--- src/rtl/sertx_pkg.sv ---
package sertx_pkg;

  // Selection of the optional bit that follows the data bits
  typedef enum logic [1:0] {
    EXTRA_NONE = 2'b00,
    EXTRA_EVEN = 2'b01,
    EXTRA_ODD  = 2'b10,
    EXTRA_MPB  = 2'b11
  } extra_e;

  typedef enum logic [2:0] {
    ST_IDLE,
    ST_START,
    ST_DATA,
    ST_EXTRA,
    ST_STOP
  } txst_e;

  // Frame format captured per frame
  typedef struct packed {
    logic   len7;
    extra_e extra;
    logic   stop2;
  } fmt_t;

endpackage

--- src/rtl/sertx_hold.sv ---
module sertx_hold #(
  parameter int DATA_W = 8
) (
  input  logic              clk,
  input  logic              rst_n,
  input  logic              wr_en,
  input  logic [DATA_W-1:0] wr_data,
  input  logic              wr_mpb,
  input  logic              take,
  input  logic              set_end,
  input  logic              txie,
  input  logic              teie,
  output logic [DATA_W-1:0] hold_data,
  output logic              hold_mpb,
  output logic              empty,
  output logic              tend,
  output logic              irq_empty,
  output logic              irq_end
);

  logic [DATA_W-1:0] data_q, data_d;
  logic              mpb_q, mpb_d;
  logic              empty_q, empty_d;
  logic              tend_q, tend_d;

  // Next-state: a write always wins over a same-cycle take or end event
  always_comb begin
    data_d  = data_q;
    mpb_d   = mpb_q;
    empty_d = empty_q;
    tend_d  = tend_q;
    if (take)    empty_d = 1'b1;
    if (set_end) tend_d  = 1'b1;
    if (wr_en) begin
      data_d  = wr_data;
      mpb_d   = wr_mpb;
      empty_d = 1'b0;
      tend_d  = 1'b0;
    end
  end

  always_ff @(posedge clk or negedge rst_n) begin
    if (!rst_n) begin
      data_q  <= '0;
      mpb_q   <= 1'b0;
      empty_q <= 1'b1;
      tend_q  <= 1'b1;
    end else begin
      data_q  <= data_d;
      mpb_q   <= mpb_d;
      empty_q <= empty_d;
      tend_q  <= tend_d;
    end
  end

  assign hold_data = data_q;
  assign hold_mpb  = mpb_q;
  assign empty     = empty_q;
  assign tend      = tend_q;
  assign irq_empty = empty_q & txie;
  assign irq_end   = tend_q & teie;

  AST_WR_CLEARS_EMPTY: assert property (@(posedge clk) disable iff (!rst_n) wr_en |=> !empty_q);
  AST_WR_CLEARS_END: assert property (@(posedge clk) disable iff (!rst_n) wr_en |=> !tend_q);
  AST_TAKE_REFILLS: assert property (@(posedge clk) disable iff (!rst_n) (take && !wr_en) |=> empty_q);
  AST_END_WITH_EMPTY: assert property (@(posedge clk) disable iff (!rst_n) $rose(tend_q) |-> empty_q);

endmodule

--- src/rtl/sertx_bittimer.sv ---
module sertx_bittimer #(
  parameter int TICKS = 16
) (
  input  logic clk,
  input  logic rst_n,
  input  logic baud_tick,
  input  logic run,
  input  logic restart,
  output logic bit_done
);

  localparam int            CW   = (TICKS > 1) ? $clog2(TICKS) : 1;
  localparam logic [CW-1:0] LAST = CW'(TICKS - 1);

  logic [CW-1:0] cnt_q, cnt_d;
  logic          adv;

  assign adv      = run & baud_tick;
  assign bit_done = adv & (cnt_q == LAST);

  always_comb begin
    cnt_d = cnt_q;
    if (restart) begin
      cnt_d = '0;
    end else if (adv) begin
      cnt_d = (cnt_q == LAST) ? '0 : cnt_q + 1'b1;
    end
  end

  always_ff @(posedge clk or negedge rst_n) begin
    if (!rst_n) cnt_q <= '0;
    else        cnt_q <= cnt_d;
  end

  AST_CNT_BOUND: assert property (@(posedge clk) disable iff (!rst_n) cnt_q <= LAST);
  AST_NO_TICK_HOLD: assert property (@(posedge clk) disable iff (!rst_n) (!baud_tick && !restart) |=> $stable(cnt_q));

endmodule

--- src/rtl/sertx_frame.sv ---
module sertx_frame
  import sertx_pkg::*;
#(
  parameter int DATA_W = 8
) (
  input  logic              clk,
  input  logic              rst_n,
  input  logic              bit_done,
  input  logic              hold_empty,
  input  logic [DATA_W-1:0] hold_data,
  input  logic              hold_mpb,
  input  fmt_t              cfg,
  output logic              take,
  output logic              set_end,
  output logic              restart,
  output logic              run,
  output logic              txd
);

  localparam int                IW         = (DATA_W > 1) ? $clog2(DATA_W) : 1;
  localparam logic [IW-1:0]     IDX_FULL   = IW'(DATA_W - 1);
  localparam logic [IW-1:0]     IDX_SHORT  = IW'(DATA_W - 2);
  localparam logic [DATA_W-1:0] MASK_FULL  = '1;
  localparam logic [DATA_W-1:0] MASK_SHORT = MASK_FULL >> 1;

  txst_e             state_q, state_d;
  logic [DATA_W-1:0] sh_q, sh_d;
  logic [DATA_W-1:0] pdat_q, pdat_d;
  fmt_t              fmt_q, fmt_d;
  fmt_t              pfmt_q, pfmt_d;
  logic              xbit_q, xbit_d;
  logic              pxbit_q, pxbit_d;
  logic              pend_q, pend_d;
  logic [IW-1:0]     idx_q, idx_d;
  logic              stop_q, stop_d;
  logic              enter_stop;
  logic              cap_par;
  logic              cap_x;
  logic [IW-1:0]     last_idx;

  // Extra bit computed from the holding register and the live format
  assign cap_par = ^(hold_data & (cfg.len7 ? MASK_SHORT : MASK_FULL));

  always_comb begin
    unique case (cfg.extra)
      EXTRA_EVEN: cap_x = cap_par;
      EXTRA_ODD:  cap_x = ~cap_par;
      EXTRA_MPB:  cap_x = hold_mpb;
      default:    cap_x = 1'b1;
    endcase
  end

  assign last_idx = fmt_q.len7 ? IDX_SHORT : IDX_FULL;

  always_comb begin
    state_d    = state_q;
    sh_d       = sh_q;
    fmt_d      = fmt_q;
    xbit_d     = xbit_q;
    pdat_d     = pdat_q;
    pfmt_d     = pfmt_q;
    pxbit_d    = pxbit_q;
    pend_d     = pend_q;
    idx_d      = idx_q;
    stop_d     = stop_q;
    take       = 1'b0;
    set_end    = 1'b0;
    restart    = 1'b0;
    enter_stop = 1'b0;
    unique case (state_q)
      ST_IDLE: begin
        if (!hold_empty) begin
          take    = 1'b1;
          restart = 1'b1;
          sh_d    = hold_data;
          fmt_d   = cfg;
          xbit_d  = cap_x;
          state_d = ST_START;
        end
      end
      ST_START: begin
        if (bit_done) begin
          idx_d   = '0;
          state_d = ST_DATA;
        end
      end
      ST_DATA: begin
        if (bit_done) begin
          sh_d = sh_q >> 1;
          if (idx_q == last_idx) begin
            if (fmt_q.extra != EXTRA_NONE) state_d = ST_EXTRA;
            else                           enter_stop = 1'b1;
          end else begin
            idx_d = idx_q + 1'b1;
          end
        end
      end
      ST_EXTRA: begin
        if (bit_done) enter_stop = 1'b1;
      end
      ST_STOP: begin
        if (bit_done) begin
          if (fmt_q.stop2 && !stop_q) begin
            stop_d = 1'b1;
          end else if (pend_q) begin
            state_d = ST_START;
            sh_d    = pdat_q;
            fmt_d   = pfmt_q;
            xbit_d  = pxbit_q;
            pend_d  = 1'b0;
          end else begin
            state_d = ST_IDLE;
          end
        end
      end
      default: state_d = ST_IDLE;
    endcase

    // The holding register is examined as the first stop bit begins
    if (enter_stop) begin
      state_d = ST_STOP;
      stop_d  = 1'b0;
      if (!hold_empty) begin
        take    = 1'b1;
        pend_d  = 1'b1;
        pdat_d  = hold_data;
        pfmt_d  = cfg;
        pxbit_d = cap_x;
      end else begin
        set_end = 1'b1;
      end
    end
  end

  always_ff @(posedge clk or negedge rst_n) begin
    if (!rst_n) begin
      state_q <= ST_IDLE;
      sh_q    <= '0;
      fmt_q   <= '0;
      xbit_q  <= 1'b1;
      pdat_q  <= '0;
      pfmt_q  <= '0;
      pxbit_q <= 1'b1;
      pend_q  <= 1'b0;
      idx_q   <= '0;
      stop_q  <= 1'b0;
    end else begin
      state_q <= state_d;
      sh_q    <= sh_d;
      fmt_q   <= fmt_d;
      xbit_q  <= xbit_d;
      pdat_q  <= pdat_d;
      pfmt_q  <= pfmt_d;
      pxbit_q <= pxbit_d;
      pend_q  <= pend_d;
      idx_q   <= idx_d;
      stop_q  <= stop_d;
    end
  end

  assign run = (state_q != ST_IDLE);

  always_comb begin
    unique case (state_q)
      ST_START: txd = 1'b0;
      ST_DATA:  txd = sh_q[0];
      ST_EXTRA: txd = xbit_q;
      default:  txd = 1'b1;
    endcase
  end

  AST_IDLE_NO_PEND: assert property (@(posedge clk) disable iff (!rst_n) (state_q == ST_IDLE) |-> !pend_q);
  AST_STOP_ENTRY_DECIDED: assert property (@(posedge clk) disable iff (!rst_n)
    (state_q == ST_STOP && $past(state_q) != ST_STOP) |-> (pend_q || $past(set_end)));

endmodule

--- src/rtl/sertx_dbuf.sv ---
module sertx_dbuf
  import sertx_pkg::*;
#(
  parameter int DATA_W        = 8,
  parameter int TICKS_PER_BIT = 16
) (
  input  logic              clk,
  input  logic              rst_n,
  input  logic              baud_tick,
  input  logic              wr_en,
  input  logic [DATA_W-1:0] wr_data,
  input  logic              wr_mpb,
  input  logic              cfg_len7,
  input  logic [1:0]        cfg_extra,
  input  logic              cfg_stop2,
  input  logic              txie,
  input  logic              teie,
  output logic              txd,
  output logic              empty_flag,
  output logic              end_flag,
  output logic              irq_empty,
  output logic              irq_end
);

  logic [DATA_W-1:0] hold_data;
  logic              hold_mpb;
  logic              take;
  logic              set_end;
  logic              restart;
  logic              run;
  logic              bit_done;
  fmt_t              cfg;

  assign cfg.len7  = cfg_len7;
  assign cfg.extra = extra_e'(cfg_extra);
  assign cfg.stop2 = cfg_stop2;

  sertx_hold #(.DATA_W(DATA_W)) u_hold (
    .clk       (clk),
    .rst_n     (rst_n),
    .wr_en     (wr_en),
    .wr_data   (wr_data),
    .wr_mpb    (wr_mpb),
    .take      (take),
    .set_end   (set_end),
    .txie      (txie),
    .teie      (teie),
    .hold_data (hold_data),
    .hold_mpb  (hold_mpb),
    .empty     (empty_flag),
    .tend      (end_flag),
    .irq_empty (irq_empty),
    .irq_end   (irq_end)
  );

  sertx_bittimer #(.TICKS(TICKS_PER_BIT)) u_timer (
    .clk       (clk),
    .rst_n     (rst_n),
    .baud_tick (baud_tick),
    .run       (run),
    .restart   (restart),
    .bit_done  (bit_done)
  );

  sertx_frame #(.DATA_W(DATA_W)) u_frame (
    .clk        (clk),
    .rst_n      (rst_n),
    .bit_done   (bit_done),
    .hold_empty (empty_flag),
    .hold_data  (hold_data),
    .hold_mpb   (hold_mpb),
    .cfg        (cfg),
    .take       (take),
    .set_end    (set_end),
    .restart    (restart),
    .run        (run),
    .txd        (txd)
  );

endmodule

--- config.mk ---
export PLATFORM = sky130hd
export DESIGN_NAME = sertx_dbuf
export DESIGN_NICKNAME = d
export VERILOG_FILES = /design/src/rtl/sertx_pkg.sv /design/src/rtl/sertx_hold.sv /design/src/rtl/sertx_bittimer.sv /design/src/rtl/sertx_frame.sv /design/src/rtl/sertx_dbuf.sv
export SDC_FILE = /design/constraint.sdc
export NUM_CORES = 1
export LEC_CHECK = 0
export ABC_AREA = 1
export BUFFER_PORTS_ARGS = -buffer_cell sky130_fd_sc_hd__buf_2
export CAP_MARGIN = 20
export CORE_UTILIZATION = 30
export DETAILED_ROUTE_END_ITERATION = 8
export PLACE_DENSITY = 0.52
export SYNTH_ARGS = -nofsm -noshare
export SYNTH_HDL_FRONTEND = slang
export SYNTH_HIERARCHICAL = 1
export SYNTH_SLANG_ARGS = --single-unit
--- constraint.sdc ---
create_clock -name clk -period 2.3 [get_ports clk]
set_input_delay 0.23 -clock clk [delete_from_list [all_inputs] [get_ports clk]]
set_output_delay 0.23 -clock clk [all_outputs]
set_load 0.02 [all_outputs]
==> impl_metrics.ini <==
[outcome]
outcome = completed

[setup_path]
r2r_start = u_frame/state_q[2]$_DFFE_PN0P_
crit_top_cell = nand2_1
crit_path_end_kind = register
critPathKind = register to register
cp_data_required_time_ns = 2.48
crit_chain = inv_2, nand2_1, nand2_2, nor3_1, buf_4, inv_1, a22oi_1, nand3_4, nand2_1, o21ai_0
critPathLaunch = u_frame/state_q[2]$_DFFE_PN0P_
crit_path_start_kind = register
crit_path_max_fanout = 16
crit_arrival_ns = 2.18
crit_slowest_cell = dfrtp_1
slowest_delay_ns = 0.44

[pwr]
p_leak_nw = 1.48
power_mw = 2.80
power_density_mw_per_mm2 = 958
seqPwrFrac = 0.447
pwr-share-clk = 0.173
ir_drop_uv = 318
swShare = 0.399
power.internal_mw = 1.69
comb_power_share = 0.379
p_sw_mw = 1.12

[logic_synthesis]
synth-compound-area-share = 0.147
synth_top_family_by_area = simple AND/OR/NAND/NOR gates
synth_mux_area_frac = 0
synthSimpleGateAreaFrac = 0.284
ys_seq_area_frac = 0.472
synth_fp_nets = 343
yosys_warnings = 6
avgSynthCellArea_um2 = 8.10
synth.distinct_cells = 33
synth_adder_area_share = 0.00960
synth.cell_area_mm2 = 0.00261
synth-seq-cells = 49
netlist_instances = 322
synthXorXnorAreaFrac = 0.0101

[sta]
slew_headroom = 0.695
finalHoldViolCount = 0
rsz0062_at_grt = false
finalSetupTns_ns = 0
max_clock_freq_mhz = 498
setup-violations-final = 0
min_period_ns = 2.01
finClkSkew_ns = 0.00408
slew_violations = 0
worstMarginPinSlew_ns = 0.455
period_share = 0.873
fin_ws_ns = 0.293

[route]
ant_nets = 0
via_count = 2120
wl_um = 5300
firstDrtPassIters = 4
drt-initial-drc-count = 122
wl_per_cell_um = 11.6
drc = 0
routed_via_density = 4.65

[cells_and_area]
fin_nets = 371
syn_to_final_growth_pct = 12.2
layout.cells.non_filler = 456
drive_above_1_share = 0.219
finalInstanceArea_mm2 = 0.00293
antenna_cells = 0

[global_routing]
grt_max_degree = 23
grt_usage = 0.130
grt-ovfl-total = 0
first_global_vias = 1919
grt_pass1_wl_um = 9130
antenna_found_initial = 0

[cts]
htree_levels = 2
cts_tree = yes
tritoncts.num_buffers = 5
cts.sinks = 49
clockRootBuffer = clkbuf_8
clock_latency_ns = 0.29
clk_pin_slew_ns = 0.09
cts_max_path_buffers = 2

[floorplanning]
core-area_mm2 = 0.00830
start_util = 0.314
fp.dieH_um = 95.2
die_w_um = 95.2
rows = 33
ios = 24
die_area_mm2 = 0.00907

[placed_design]
gp_congestion = 0.836
io_buffers = 23
hpwl_um = 4110
placed_cell_area_mm2 = 0.00282
place_inst = 447
place_ws_ns = 0.247

[run]
maxCapViolCount = 0

[min_path]
min_path_type = input pin to register
hold_start = wr_data[1]
## cell usage in the layout (no fill, tap or decap), types with 4 or more instances in the layout
cell type / n
a21oi_1: 7
a221oi_1: 6
a31oi_1: 4
buf_2: 23
buf_4: 4
clkbuf_8: 5
dfrtp_1: 45
dfstp_2: 4
inv_1: 28
inv_2: 7
nand2_1: 107
nand2_2: 11
nand3_1: 18
nor2_1: 20
o21ai_0: 16
o21ai_1: 4
o21ai_2: 11
## logic make-up after synthesis
kind of cell,after synthesis
flip-flops,49
AND/OR/NAND/NOR,168
adder cells (fa/ha/maj),2
XOR/XNOR,3
buffers and inverters,44
AO/OA/AOI/OAI,56
## power by group through the flow
stage | clock network (mW) | logic, mW | registers [mW]
3_3_place_gp | 0 | 1.05 | 1.27
6_report | 0.485 | 1.06 | 1.25
2_1_floorplan | 0 | 0.840 | 1.23
4_1_cts | 0.509 | 1.06 | 1.25
5_1_grt | 0.535 | 1.23 | 1.29
3_5_place_dp | 0 | 1.06 | 1.27
## flip-flops by register name, summed over array words and instances, names as in the netlist, 3 cells and up
register	cells
u_frame/sh_q	8
u_hold/hold_data	8
u_frame/idx_q	3
u_frame/state_q	3
u_frame/pdat_q	8
u_timer/cnt_q	4
u_frame/fmt_q	4
u_frame/pfmt_q	4
## path summary, 6_finish.rpt
kind | endpoint | slack [ns] | depth (start not counted)
hold reg to reg | u_frame/pfmt_q[0]$_DFFE_PN0P_ | 0.48 | 2
min in group asynchronous | u_hold/hold_data[5]$_DFFE_PN0P_ | 0.39 | 2
max in group asynchronous | u_hold/empty$_DFFE_PN1P_ | 1.23 | 3
setup / recovery | u_frame/sh_q[0]$_DFFE_PN0P_ | 0.29 | 10
hold / removal | u_hold/hold_data[1]$_DFFE_PN0P_ | 0.13 | 3
setup reg to reg | u_frame/sh_q[0]$_DFFE_PN0P_ | 0.29 | 10
## timing repair
action / in CTS / in global routing
endpoints found under the hold margin: 15 / 0
hold buffers: 1 / 0
endpoints found under the setup margin: 0 / 5
buffers inserted: 0 / 0
resized for setup: 0 / 4
## Yosys cell counts (all sizes together)
library cell    n  area [um2]
a221oi          6        52.6
nor2           24         119
o211a           2        20.0
o211ai          2        15.0
ha              2        25.0
a21oi           7        35.0
nand4           3        18.8
inv            36         135
o21ai          32         213
a31oi           4        25.0
a22oi           2        15.0
o31ai           1        7.51
dfstp           4         105
xor2            1        8.76
xnor2           2        17.5
buf             7        61.3
nor3            2        10.0
nand2         120         493
nand3          19         100
dfrtp          45        1130
clkinv          1        5.00
## area by class of cell
class                      count  area, um2
fill                         859       5370
sequential                    49       1230
multi-input combinational    229       1180
timing repair buffer          28        155
inverter                      37        143
tap                          105        131
clock buffer                   6       72.6
clock inverter                 2       10.0
## through the flow
stage / util / hold slack (ns)
6_report: 0.352 / 0.131
5_1_grt: 0.352 / 0.123
4_1_cts: 0.351 / 0.119
3_5_place_dp: 0.340 / 0.178
3_3_place_gp: 0.340 / 0.178
2_1_floorplan: - / -0.0656
## per-layer routing
layer | GRT usage | part of all wire | up-vias
li1 | - | - | 1105
met1 | 0.182 | 0.50 | 976
met2 | 0.206 | 0.46 | 34
met3 | 0.0207 | 0.025 | 5
met4 | 0.0417 | 0.012 | 0
met5 | 0 | 0 | -
## critical path: cells and delay by family (launching register included)
kind | cells | cell delay, ns
AO/OA/AOI/OAI | 2 | 0.32
buffers and inverters | 3 | 0.33
flip-flops | 1 | 0.44
AND/OR/NAND/NOR | 5 | 0.81
No activity file was read; power rests on OpenSTA's default activity.
